**src/rtl/wake_pkg.sv**
```systemverilog
package wake_pkg;
  // Top of the debounce ladder and counter width derived from it
  localparam int unsigned DBC_TOP = 32768;
  localparam int CNT_W = $clog2(DBC_TOP + 1);

  // Mode word layout
  localparam int M_FORCE_EN = 0;
  localparam int M_SMON_EN  = 1;
  localparam int M_TIMER_EN = 2;
  localparam int M_CAL_EN   = 3;
  localparam int M_FDBC_LSB = 8;
  localparam int M_GDBC_LSB = 12;

  // Status word layout
  localparam int S_FORCE   = 0;
  localparam int S_GEN     = 1;
  localparam int S_PIN     = 12;
  localparam int S_CAP_LSB = 16;

  typedef struct packed {
    logic       force_en;
    logic       smon_en;
    logic       timer_en;
    logic       cal_en;
    logic [2:0] fcode;
    logic [2:0] gcode;
  } mode_t;

  function automatic mode_t decode_mode(input logic [15:0] w);
    mode_t m;
    m.force_en = w[M_FORCE_EN];
    m.smon_en  = w[M_SMON_EN];
    m.timer_en = w[M_TIMER_EN];
    m.cal_en   = w[M_CAL_EN];
    m.fcode    = w[M_FDBC_LSB +: 3];
    m.gcode    = w[M_GDBC_LSB +: 3];
    return m;
  endfunction

  // Number of consecutive active edges needed for a given code
  function automatic logic [CNT_W-1:0] dbc_len(input logic [2:0] code);
    case (code)
      3'd0:    return CNT_W'(1);
      3'd1:    return CNT_W'(3);
      3'd2:    return CNT_W'(32);
      3'd3:    return CNT_W'(512);
      3'd4:    return CNT_W'(4096);
      default: return CNT_W'(DBC_TOP);
    endcase
  endfunction
endpackage

```
**src/rtl/wake_debounce.sv**
```systemverilog
module wake_debounce
  import wake_pkg::*;
(
  input  logic             clk,
  input  logic             rst_n,
  input  logic             active,
  input  logic [CNT_W-1:0] len,
  output logic             fire
);
  logic [CNT_W-1:0] cnt;
  logic             armed;
  logic [CNT_W:0]   cnt_next;

  assign cnt_next = {1'b0, cnt} + 1'b1;
  // Qualifies on this edge once the run reaches the programmed length
  assign fire = active & armed & (cnt_next >= {1'b0, len});

  always_ff @(posedge clk or negedge rst_n) begin
    if (!rst_n) begin
      cnt   <= '0;
      armed <= 1'b1;
    end else if (!active) begin
      cnt   <= '0;
      armed <= 1'b1;
    end else if (armed) begin
      if (fire) begin
        cnt   <= '0;
        armed <= 1'b0;
      end else begin
        cnt <= cnt_next[CNT_W-1:0];
      end
    end
  end
endmodule

```
**src/rtl/wake_edge.sv**
```systemverilog
module wake_edge #(
  parameter int N_SRC = 3
) (
  input  logic             clk,
  input  logic             rst_n,
  input  logic [N_SRC-1:0] src,
  input  logic [N_SRC-1:0] en,
  output logic [N_SRC-1:0] ev
);
  for (genvar i = 0; i < N_SRC; i++) begin : g_src
    logic gated;
    logic prev;
    assign gated = src[i] & en[i];
    assign ev[i] = gated & ~prev;
    always_ff @(posedge clk or negedge rst_n) begin
      if (!rst_n) prev <= 1'b0;
      else        prev <= gated;
    end
  end
endmodule

```
**src/rtl/wake_status.sv**
```systemverilog
module wake_status #(
  parameter int N_IN = 16
) (
  input  logic            clk,
  input  logic            rst_n,
  input  logic            rd,
  input  logic            set_force,
  input  logic            set_gen,
  input  logic [N_IN-1:0] act_vec,
  output logic            flag_force,
  output logic            flag_gen,
  output logic [N_IN-1:0] cap
);
  always_ff @(posedge clk or negedge rst_n) begin
    if (!rst_n) begin
      flag_force <= 1'b0;
      flag_gen   <= 1'b0;
      cap        <= '0;
    end else begin
      if (set_force) flag_force <= 1'b1;
      else if (rd)   flag_force <= 1'b0;
      if (set_gen)   flag_gen <= 1'b1;
      else if (rd)   flag_gen <= 1'b0;
      if (set_gen)   cap <= act_vec;
    end
  end
endmodule

```
**src/rtl/wake_ctrl.sv**
```systemverilog
module wake_ctrl
  import wake_pkg::*;
#(
  parameter int N_IN = 16,
  localparam int ST_W = S_CAP_LSB + N_IN
) (
  input  logic              clk,
  input  logic              rst_n,
  input  logic [15:0]       mode_cfg,
  input  logic [2*N_IN-1:0] in_cfg,
  input  logic              force_n,
  input  logic [N_IN-1:0]   wake_in,
  input  logic              smon_det,
  input  logic              timer_alarm,
  input  logic              cal_alarm,
  input  logic              stat_rd,
  output logic              wake_req,
  output logic [ST_W-1:0]   status
);
  mode_t           mode;
  logic [N_IN-1:0] in_en;
  logic [N_IN-1:0] in_pol;
  logic [N_IN-1:0] gen_act;
  logic            force_act;
  logic            force_fire;
  logic            gen_fire;
  logic [2:0]      alarm_ev;
  logic            flag_force;
  logic            flag_gen;
  logic [N_IN-1:0] cap;
  logic            unused_mode_bits;

  assign mode             = decode_mode(mode_cfg);
  assign unused_mode_bits = ^{mode_cfg[7:4], mode_cfg[11], mode_cfg[15]};
  assign in_en            = in_cfg[N_IN-1:0];
  assign in_pol           = in_cfg[2*N_IN-1:N_IN];
  // An input is active when its level matches its polarity bit
  assign gen_act          = in_en & ~(wake_in ^ in_pol);
  assign force_act        = mode.force_en & ~force_n;

  wake_debounce u_force_dbc (
    .clk    (clk),
    .rst_n  (rst_n),
    .active (force_act),
    .len    (dbc_len(mode.fcode)),
    .fire   (force_fire)
  );

  wake_debounce u_gen_dbc (
    .clk    (clk),
    .rst_n  (rst_n),
    .active (|gen_act),
    .len    (dbc_len(mode.gcode)),
    .fire   (gen_fire)
  );

  wake_edge #(.N_SRC(3)) u_edges (
    .clk   (clk),
    .rst_n (rst_n),
    .src   ({cal_alarm, timer_alarm, smon_det}),
    .en    ({mode.cal_en, mode.timer_en, mode.smon_en}),
    .ev    (alarm_ev)
  );

  wake_status #(.N_IN(N_IN)) u_status (
    .clk        (clk),
    .rst_n      (rst_n),
    .rd         (stat_rd),
    .set_force  (force_fire),
    .set_gen    (gen_fire),
    .act_vec    (gen_act),
    .flag_force (flag_force),
    .flag_gen   (flag_gen),
    .cap        (cap)
  );

  always_ff @(posedge clk or negedge rst_n) begin
    if (!rst_n) wake_req <= 1'b0;
    else        wake_req <= force_fire | gen_fire | (|alarm_ev);
  end

  always_comb begin
    status                     = '0;
    status[S_FORCE]            = flag_force;
    status[S_GEN]              = flag_gen;
    status[S_PIN]              = force_n;
    status[S_CAP_LSB +: N_IN]  = cap;
  end
endmodule

```
**config.mk**
```make
export PLATFORM = sky130hd
export DESIGN_NAME = wake_ctrl
export DESIGN_NICKNAME = d
export VERILOG_FILES = /design/src/rtl/wake_pkg.sv /design/src/rtl/wake_debounce.sv /design/src/rtl/wake_edge.sv /design/src/rtl/wake_status.sv /design/src/rtl/wake_ctrl.sv
export SDC_FILE = /design/constraint.sdc
export NUM_CORES = 1
export LEC_CHECK = 0
export BUFFER_PORTS_ARGS = -buffer_cell sky130_fd_sc_hd__buf_2
export CORE_MARGIN = 2
export CORE_UTILIZATION = 40
export CTS_CLUSTER_SIZE = 8
export DETAILED_ROUTE_END_ITERATION = 7
export GPL_TIMING_DRIVEN = 0
export MAX_ROUTING_LAYER = met4
export PLACE_DENSITY = 0.62
export SKIP_CTS_REPAIR_TIMING = 1
export SYNTH_ARGS = -nofsm -noshare
export SYNTH_HDL_FRONTEND = slang
export SYNTH_SLANG_ARGS = --single-unit
```
**constraint.sdc**
```tcl
create_clock -name clk -period 3.69 [get_ports clk]
set_input_delay 0 -clock clk [delete_from_list [all_inputs] [get_ports clk]]
set_output_delay 0 -clock clk [all_outputs]
set_load 0.05 [all_outputs]
```
==> results of run 1 <==
-- placed cells by master, fill, tap and decap left out, types with 12 or more instances in the layout --
| cell type | netlist | routed |
|---|---|---|
| buf_4 | 17 | 24 |
| nand3_1 | 21 | 21 |
| dlygate4sd3_1 | 0 | 21 |
| inv_1 | 15 | 15 |
| nor2_1 | 25 | 23 |
| o21ai_1 | 18 | 18 |
| buf_2 | 9 | 92 |
| nand2_1 | 62 | 62 |
| a22o_1 | 12 | 12 |
| conb_1 | 1 | 13 |
| xnor2_1 | 24 | 24 |
| a21oi_1 | 16 | 16 |
| dfrtp_1 | 54 | 54 |
| ha_1 | 14 | 14 |
-- metal layers --
metal,global-route usage,share of wire
met5,-,0
met2,0.3032,0.45
met1,0.2357,0.46
met4,0.04352,0.011
met3,0.02983,0.076
-- Yosys cell counts, drive strengths merged, types with 7 or more instances --
| master | count | area share |
|---|---|---|
| a21o | 9 | 0.017 |
| a21oi | 17 | 0.023 |
| a22o | 12 | 0.027 |
| and2 | 10 | 0.016 |
| buf | 28 | 0.050 |
| clkbuf | 9 | 0.0086 |
| dfrtp | 54 | 0.35 |
| ha | 14 | 0.045 |
| inv | 15 | 0.014 |
| nand2 | 63 | 0.061 |
| nand3 | 21 | 0.027 |
| nand4 | 8 | 0.014 |
| nor2 | 25 | 0.024 |
| nor3 | 12 | 0.017 |
| o21ai | 26 | 0.034 |
| or3 | 7 | 0.011 |
| xnor2 | 24 | 0.054 |
-- critical path, cell delays in order, from the launching register on --
cell and delay, ps:
dfrtp_1 470, ha_1 320, nand4_1 270, nor3_2 330, nand2_1 100, xnor2_1 260, ha_1 290, and2_1 160
o311ai_1 80, a31oi_1 220, o21bai_1 260, buf_2 300, mux2_4 320
-- logic make-up after synthesis --
| logic type | after synthesis | share of synthesized area |
|---|---|---|
| AO/OA/AOI/OAI | 103 | 0.1851 |
| buffers and inverters | 52 | 0.07303 |
| flip-flops | 56 | 0.3594 |
| AND/OR/NAND/NOR | 183 | 0.2425 |
| multiplexers | 11 | 0.03363 |
| other | 1 | 0.0009600 |
| adder cells (fa/ha/maj) | 14 | 0.04484 |
| XOR/XNOR | 27 | 0.06054 |
-- registers in the layout, summed over array words and instances (netlist names) --
signal / count
wake_req: 1
u_gen_dbc.cnt: 16
u_gen_dbc.armed: 1
u_status.cap: 16
u_force_dbc.cnt: 16
u_force_dbc.armed: 1
u_status.flag_force: 1
u_edges.g_src.prev: 3
u_status.flag_gen: 1
-- power groups by stage --
stage / Sequential (mW) / Combinational, mW / Clock [mW]
after global routing: 0.774 / 0.825 / 0.394
after detailed placement: 0.772 / 0.752 / 0
after floorplan: 1.04 / 0.288 / 0
after global placement: 0.766 / 0.747 / 0
after CTS: 0.759 / 0.754 / 0.367
final: 0.759 / 0.770 / 0.349
-- final cells by class --
cell class | count | share of cell area
Multi-Input combinational cell | 351 | 0.4654
Sequential cell | 56 | 0.2869
Timing Repair Buffer | 111 | 0.1386
Tap cell | 133 | 0.03401
Clock inverter | 2 | 0.003324
Buffer | 35 | 0.04551
Inverter | 15 | 0.01151
Clock buffer | 6 | 0.01483
-- worst max path at each step --
| stage | cells past startpoint | start | endpoint |
|---|---|---|---|
| after global placement | 14 | u_gen_dbc.cnt[0]$_DFFE_PN0P_ | u_gen_dbc.cnt[14]$_DFFE_PN0P_ |
| after detailed placement | 12 | u_gen_dbc.cnt[0]$_DFFE_PN0P_ | u_status.cap[1]$_DFFE_PN0P_ |
| after global routing | 12 | u_gen_dbc.cnt[0]$_DFFE_PN0P_ | u_status.cap[14]$_DFFE_PN0P_ |
| after floorplan | 12 | u_gen_dbc.cnt[0]$_DFFE_PN0P_ | u_status.cap[14]$_DFFE_PN0P_ |
| final | 12 | u_gen_dbc.cnt[0]$_DFFE_PN0P_ | u_status.cap[14]$_DFFE_PN0P_ |
| after CTS | 12 | u_gen_dbc.cnt[0]$_DFFE_PN0P_ | u_status.cap[14]$_DFFE_PN0P_ |
==> impl_metrics.yaml, run 1 <==
drt:
  dr.first_iter.drc_count: 184
  antenna_left: 0
  drc: 0
  vias: 3690
  via_per_inst: 5.205
  finalWirelength_um: 9861
  routedWlPerCell_um: 13.91
  drtPass1Iterations: 5
sta:
  worst_slew_pin_slew_ps: 729.7
  period_minus_slack_ps: 3475
  finalHoldWorstSlack_ps: 8.103
  slew_violations: 0
  fin_skew_ps: 8.833
  slew_headroom: 0.5135
  setup_viol_count_final: 0
  hold_violations: 0
  max_freq_mhz: 287.7
  setup_ws_ps: 214.5
  period_share: 0.9419
  setup_tns_ps: 0
critical_path:
  worstPathArrival_ps: 3690
  regToRegEndpoint: "u_status.cap[14]$_DFFE_PN0P_"
  rrSetupSlack_ps: 210
  crit_path_max_fanout: 10
  endpoint_kind: "register"
  rr_startpoint: "u_gen_dbc.cnt[0]$_DFFE_PN0P_"
  reg2reg_depth: 12
  cp.required_ps: 3910
  crit_path_start_kind: "register"
  critPathKind: "reg2reg"
layout:
  postLayoutCoreUtil: 0.5077
  area_growth_pct: 25.27
  drive_above_1_share: 0.2639
  multi_input_area_um2: 2277
  fin_area_um2: 4893
  fillCellCount: 909
  regArea_um2: 1404
  stdcell_count: 709
  nets: 660
  diodes: 0
yosys:
  synthCells: 447
  synth_cell_type_count: 72
  syn-cell-area_um2: 3906
  synth_edf_count: 0
  ys_ff_latch: 56
  ys.flop_type: "dfrtp_1"
  syn_avg_cell_area_um2: 8.739
  yosysWarnings: 0
  synthArstFlopShare: 1.000
  yosysSeqAreaShare: 0.3594
global_route:
  grt_pass1_vias: 3262
  grt_overflow: 0
  antenna_found_initial: 0
  grt_usage: 0.1829
  grt_max_degree: 57
  grt_first_pass_wirelength_um: 14900
die:
  dieArea_um2: 10570
  rows: 36
  die_h_um: 102.8
  core_area_um2: 9639
  pin_count: 104
  start_util: 0.4052
  die_w_um: 102.8
placement:
  gp_congestion: 0.8701
  hpwl_um: 7114
  io_buffers: 84
  dp_cells: 676
  pre_cts_slack_ps: 82.95
  post_dp_cell_area_um2: 4538
clock_network:
  cts_tree: "yes"
  clockBufferDepth: 2
  path_clk_slew_ps: 110
  clk_latency_ps: 320
  ctsHtreeMaxLevel: 2
  numCtsBuffers: 5
  cts.sinks: 56
  cts_root_buf: "clkbuf_8"
power:
  vdd_ir_drop_max_mv: 0.1892
  combPwrFrac: 0.410
  power.leakage_nw: 2.309
  netSwitchingFraction: 0.4207
  total_power_mw: 1.878
  p_per_area_nw_per_um2: 383.8
  seq_power_share: 0.404
  clkPwrFrac: 0.186
  internal-power_mw: 1.088
  switchingPower_mw: 0.7901
outcome:
  status: "finished, final reports clean"
flow_run:
  cap_violations: 0
worst_hold_path:
  hold_class: "in2reg"
  hold_start: "wake_in[4]"
  holdPathEnd: "u_status.cap[4]$_DFFE_PN0P_"
  whs_path_depth: 4
Power figures use the tool's default switching activity.
==> inputs of run 2 (changes only) <==
--- a/config.mk
+++ b/config.mk
@@ -5,6 +5,7 @@
 export SDC_FILE = /design/constraint.sdc
 export NUM_CORES = 1
 export LEC_CHECK = 0
+export ABC_AREA = 1
 export BUFFER_PORTS_ARGS = -buffer_cell sky130_fd_sc_hd__buf_2
 export CORE_MARGIN = 2
 export CORE_UTILIZATION = 40
==> run 2 against run 1 <==
  * The run now ends with negative hold slack left
  * Register-to-register slack improved by 400 ps
  * Count of clock-buffer cells in the layout decreased by 1
  * Die area increased by 8.2%
  * Sequential share of layout area decreased by 1.0 points
  * Hold slack got worse by 15 ps
  * Final cell count increased by 23%
  * Clock skew about the same
  * Design area increased by 3.6%
  * Critical path type unchanged
==> impl_metrics.yaml, run 2 <==
sta:
  fin_skew_ps: 8.649
  max_freq_mhz: 325.1
  finalHoldWorstSlack_ps: -7.283
  period_minus_slack_ps: 3076
  rsz0062_at_grt: "no"
  hold_violations: 1
  setup_ws_ps: 613.9
  setup_tns_ps: 0
  setup_viol_count_final: 0
  slew_violations: 0
  worst_slew_pin_slew_ps: 883.8
  period_share: 0.8336
  slew_headroom: 0.4063
yosys:
  yosysWarnings: 0
  ys.flop_type: "dfrtp_1"
  yosysSeqAreaShare: 0.3312
  synthCells: 620
  ys_ff_latch: 56
  syn-cell-area_um2: 4239
  synth_commonest_cells: "nand2_1, inv_1, nor2_1, nand3_1, dfrtp_1"
  synth_edf_count: 0
  yosysMostFrequentCell: "nand2_1"
  synthArstFlopShare: 1.000
  synth_top_cell_area_share: 0.3188
  yosys.area.top_type: "dfrtp_1"
  synth_cell_type_count: 38
  syn_avg_cell_area_um2: 6.837
  ys_top_cells_by_area: "dfrtp_1, nand2_1, nand3_1"
placement:
  pre_cts_slack_ps: 658.9
  hpwl_um: 7714
  io_buffers: 84
  gp_congestion: 0.8683
drt:
  routedWlPerCell_um: 11.30
  dr.first_iter.drc_count: 195
  via_per_inst: 4.761
  finalWirelength_um: 9817
  antenna_left: 0
  drtPass1Iterations: 5
  drc: 0
  vias: 4137
outcome:
  violations: "negative hold slack"
  status: "complete, but fails checks"
die:
  core_area_um2: 10320
  dieArea_um2: 11440
  die_w_um: 106.9
  die_h_um: 106.9
  rows: 37
  start_util: 0.4106
  pin_count: 104
critical_path:
  regToRegEndpoint: "u_force_dbc.cnt[10]$_DFFE_PN0P_"
  crit_path_start_kind: "register"
  cp.required_ps: 3880
  reg2reg_depth: 17
  critPathKind: "reg2reg"
  critPathCapture: "u_force_dbc.cnt[10]$_DFFE_PN0P_"
  worstPathArrival_ps: 3270
  rrSetupSlack_ps: 610
  crit_path_max_fanout: 10
  rr_startpoint: "u_force_dbc.cnt[0]$_DFFE_PN0P_"
  worstSetupStartpoint: "u_force_dbc.cnt[0]$_DFFE_PN0P_"
  endpoint_kind: "register"
global_route:
  grt_first_pass_wirelength_um: 16610
  grt_max_degree: 57
  grt_pass1_vias: 3726
  antenna_found_initial: 0
  grt_overflow: 0
  grt_usage: 0.1801
clock_network:
  clockBufferDepth: 2
  cts_tree: "yes"
  path_clk_slew_ps: 110
  cts_root_buf: "clkbuf_8"
  cts.sinks: 56
  numCtsBuffers: 5
  clk_latency_ps: 310
  ctsHtreeMaxLevel: 2
power:
  vdd_ir_drop_max_mv: 0.2275
  power.leakage_nw: 2.873
  total_power_mw: 1.930
  p_per_area_nw_per_um2: 380.7
layout:
  final_cell_mix: "nand2_1, buf_2, inv_1"
  diodes: 0
  area_growth_pct: 19.60
  reg_top3: "u_force_dbc.cnt: 16 flops, u_gen_dbc.cnt: 16 flops, u_status.cap: 16 flops"
  nets: 817
  final_common_cell: "nand2_1"
  drive_above_1_share: 0.2128
worst_hold_path:
  hold_class: "in2reg"
  whs_path_depth: 4
flow_run:
  cap_violations: 0
[run 2: cell types whose count changed in the layout (fill, tap and decap cells not counted), sizes merged, moves of 13 or more]
cell and delta:
nand2 +143, inv +72, nor2 +49, nand3 +47, xnor2 -24, nand4 +14, dlygate4sd3 -13
[run 2: cell families (layout without fill, tap and decap cells)]
| logic type | after synthesis | after routing | synth area share |
|---|---|---|---|
| and+or+nand+nor | 381 | 381 | 0.4230 |
| buffers and inverters | 114 | 215 | 0.1222 |
| DFF | 56 | 56 | 0.3312 |
| AOI/OAI and AO/OA | 46 | 46 | 0.06494 |
| adders and majority gates | 14 | 14 | 0.04132 |
| xor gates and xnor gates | 8 | 8 | 0.01653 |
| other | 1 | 13 | 0.0008846 |
[run 2: power by group]
group | internal (mW) | leakage (nW) | switching, mW
logic | 0.236 | 2.07 | 0.570
clock network | 0.141 | 0.0491 | 0.225
registers | 0.695 | 0.749 | 0.0650
total | 1.07 | 2.87 | 0.859
[run 2: worst min-delay path by stage]
stage,startpoint,to,slack (ps)
finish,in_cfg[27],u_status.cap[11]$_DFFE_PN0P_,-7
global route,in_cfg[27],u_status.cap[11]$_DFFE_PN0P_,30
CTS,stat_rd,u_status.flag_gen$_DFFE_PN0P_,-150
detailed placement,stat_rd,u_status.flag_gen$_DFFE_PN0P_,200
global placement,stat_rd,u_status.flag_gen$_DFFE_PN0P_,200
floorplan,rst_n,u_edges.g_src[0].prev$_DFF_PN0_,-300
[run 2: final cells by class]
class / count / area [um2]
Sequential cell: 56 / 1404
Clock inverter: 3 / 26.28
Tap cell: 136 / 170.2
Multi-Input combinational cell: 462 / 2362
Fill cell: 1031 / 5254
Clock buffer: 5 / 68.82
Timing Repair Buffer: 93 / 520.5
Buffer: 28 / 195.2
Inverter: 86 / 322.8
[run 2: worst max-delay path: stages, from the launching register on]
cell	delay, ps
dfrtp_1	440
ha_1	190
nand2_1	150
nor2_2	270
nand2_1	100
nor2_1	130
xor2_1	310
ha_1	190
nand2_1	50
inv_1	90
nand4_1	100
nor2_1	110
nand2_1	60
nor2_1	80
nand3_1	90
nand4_2	210
buf_2	280
o22ai_1	100
[run 2: layer usage]
layer	wire length [um]	vias to the layer above	global-route usage
met1	4782	1841	0.2467
met3	586	5	0.02614
met4	78	0	0.03618
li1	-	2171	-
met2	4370	120	0.2866
met5	0	-	-
[run 2: metrics by stage]
step / cells / area [um2] / hold WS [ps] / util
after floorplan: 632 / 4284 / -295.6 / -
after global placement: 852 / 4875 / 200.4 / 0.4722
after detailed placement: 852 / 4875 / 201.4 / 0.4722
after CTS: 860 / 4970 / -147.6 / 0.4814
after global routing: 869 / 5070 / 32.09 / 0.4911
final: 869 / 5070 / -7.283 / 0.4911
==> inputs of run 3 (changes only) <==
--- a/config.mk
+++ b/config.mk
@@ -13,7 +13,7 @@
 export DETAILED_ROUTE_END_ITERATION = 7
 export GPL_TIMING_DRIVEN = 0
 export MAX_ROUTING_LAYER = met4
-export PLACE_DENSITY = 0.62
+export PLACE_DENSITY = 0.64
 export SKIP_CTS_REPAIR_TIMING = 1
 export SYNTH_ARGS = -nofsm -noshare
 export SYNTH_HDL_FRONTEND = slang
==> constraint.sdc (replaced) <==
create_clock -name clk -period 2.6 [get_ports clk]
set_input_delay 0 -clock clk [delete_from_list [all_inputs] [get_ports clk]]
set_output_delay 0 -clock clk [all_outputs]
set_load 0.05 [all_outputs]
==> run 3 against run 2 <==
  * The flow finishes with violations (negative hold slack, negative setup slack)
  * Flip-flop and latch count did not move
  * Register-to-register slack got worse by 730 ps
  * Non-clock buffer count rose by 28
  * Critical path depth did not move
  * Combinational power rose by 59%
  * Routed wire length rose by 13%
  * Via count rose by 5.2%
  * Die area did not move
  * Setup slack got worse by 730 ps
  * Global-route usage rose by 0.42 points
  * Count of clock-buffer cells in the layout did not move
  * Largest power group unchanged
==> impl_metrics.yaml, run 3 (same netlist as run 2, synthesis figures left out) <==
drt:
  vias: 4352
  drc: 0
  finalWirelength_um: 11090
  drtPass1Iterations: 5
  antenna_left: 0
  dr.first_iter.drc_count: 171
  routedWlPerCell_um: 12.35
  via_per_inst: 4.846
critical_path:
  worstPathArrival_ps: 2940
  cp.required_ps: 2830
  critPathCapture: "u_status.cap[8]$_DFFE_PN0P_"
  worst-path-buf-inv: 1
  endpoint_kind: "register"
  rr_startpoint: "u_gen_dbc.cnt[1]$_DFFE_PN0P_"
  crit_path_start_kind: "register"
  path_cells: "ha_2 > nand3_2 > nor2_2 > nand2_2 > nor2_4 > xor2_4 > ha_4 > nand3_1 > nor2_1 > nand3_1 > nor2_2 > nand3_2 > nand4_4 > nand2_8 > clkbuf_16 > nand2_4 > nand2_2"
  rrSetupSlack_ps: -110
  crit_cells: 17
  regToRegEndpoint: "u_status.cap[8]$_DFFE_PN0P_"
  cp_slowest_stage_delay_ps: 430
  worstSetupStartpoint: "u_gen_dbc.cnt[1]$_DFFE_PN0P_"
  crit_family: "simple AND/OR/NAND/NOR gates"
  reg2reg_depth: 17
  critPathKind: "reg2reg"
  worst_path_max_delay_cell: "dfrtp_1"
  crit_path_max_fanout: 6
clock_network:
  numCtsBuffers: 5
  path_clk_slew_ps: 120
  cts_root_buf: "clkbuf_8"
  ctsHtreeMaxLevel: 2
  cts.sinks: 56
  clockBufferDepth: 2
  clk_latency_ps: 320
  cts_tree: "yes"
placement:
  hpwl_um: 7696
  gp_congestion: 0.9085
  pre_cts_slack_ps: -387.3
  dp_cells: 852
  io_buffers: 84
power:
  combPwrFrac: 0.441
  vdd_ir_drop_max_mv: 0.3285
  switchingPower_mw: 1.298
  p_per_area_nw_per_um2: 512.6
  internal-power_mw: 1.598
  seq_power_share: 0.378
  power.leakage_nw: 3.107
  netSwitchingFraction: 0.4482
  clkPwrFrac: 0.180
layout:
  stdcell_count: 898
  nets: 846
  regArea_um2: 1414
  fillCellCount: 978
  final_cell_mix: "nand2_1, buf_2, inv_1"
  final_common_cell: "nand2_1"
  multi_input_area_um2: 2680
  reg_top3: "u_force_dbc.cnt: 16 flops, u_gen_dbc.cnt: 16 flops, u_status.cap: 16 flops"
  diodes: 0
  area_growth_pct: 33.26
  drive_above_1_share: 0.3228
global_route:
  grt_max_degree: 57
  grt_pass1_vias: 3950
  grt_usage: 0.1842
  grt_overflow: 0
  grt_first_pass_wirelength_um: 17010
  antenna_found_initial: 0
flow_run:
  cap_violations: 0
sta:
  period_share: 1.043
  setup_viol_count_final: 40
  hold_violations: 1
  worst_slew_pin_slew_ps: 869.2
  period_minus_slack_ps: 2713
  finalHoldWorstSlack_ps: -17.14
  setup_ws_ps: -112.9
  rsz0062_at_grt: "yes"
  max_freq_mhz: 368.6
  slew_headroom: 0.4160
  slew_violations: 0
  fin_skew_ps: 17.37
die:
  die_w_um: 106.9
  rows: 37
  die_h_um: 106.9
  start_util: 0.4106
  dieArea_um2: 11440
  pin_count: 104
  core_area_um2: 10320
worst_hold_path:
  hold_class: "in2reg"
outcome:
  status: "complete, but fails checks"
  violations: "negative hold slack, negative setup slack"
==> run 3: cell types whose count changed in the layout (fill, tap and decap cells not counted), sizes merged <==
cell and delta:
clkbuf +1, buf +27, nand4 +1
==> run 3: per-layer routing <==
| layer | routed length [um] | track usage | part of all wire | vias to the layer above |
|---|---|---|---|---|
| met5 | 0 | - | 0 | - |
| met4 | 97 | 0.04638 | 0.0087 | 0 |
| met3 | 621 | 0.02857 | 0.056 | 11 |
| met2 | 5296 | 0.2953 | 0.48 | 141 |
| met1 | 5073 | 0.2459 | 0.46 | 1968 |
| li1 | - | - | - | 2232 |
==> run 3: cell type report <==
type                    instances  area share
plain buffers                  28     0.03654
clock buffers                   5     0.01218
clock inverters                 3    0.004430
inverters                      86     0.05714
multi-input cells             463      0.4744
flip-flops and latches         56      0.2503
well taps                     136     0.03012
repair buffers                121      0.1349
==> run 3: worst min-delay path by stage <==
stage | from | endpoint | cells past startpoint | slack [ps]
after floorplan | rst_n | u_edges.g_src[0].prev$_DFF_PN0_ | 0 | -300
after global placement | stat_rd | u_status.flag_gen$_DFFE_PN0P_ | 2 | 200
after detailed placement | stat_rd | u_status.flag_gen$_DFFE_PN0P_ | 2 | 200
after CTS | stat_rd | u_status.flag_gen$_DFFE_PN0P_ | 2 | -160
after global routing | in_cfg[27] | u_status.cap[11]$_DFFE_PN0P_ | 4 | 7
final | in_cfg[27] | u_status.cap[11]$_DFFE_PN0P_ | 4 | -20
==> run 3: worst min-delay path, delay by kind of cell <==
kind	cells	cell delay, ps
AOI/OAI and AO/OA	1	70
buffers and inverters	1	80
and+or+nand+nor	2	120
==> run 3: power groups by stage <==
stage                     logic (mW)  clock network (mW)  registers (mW)
after global routing            1.38               0.555            1.11
after floorplan                0.495                   0            1.44
after CTS                       1.14               0.532            1.08
after global placement          1.12                   0            1.09
after detailed placement        1.14                   0            1.10
final                           1.28               0.522            1.10
==> run 3: stage by stage <==
step | instance area [um2] | util | power, mW | setup TNS [ps]
finish | 5649 | 0.5472 | 2.896 | -2262
global route | 5649 | 0.5472 | 3.052 | -11460
CTS | 4969 | 0.4813 | 2.753 | -12640
detailed placement | 4875 | 0.4722 | 2.235 | -12160
global placement | 4875 | 0.4722 | 2.215 | -10780
floorplan | 4284 | - | 1.931 | 0
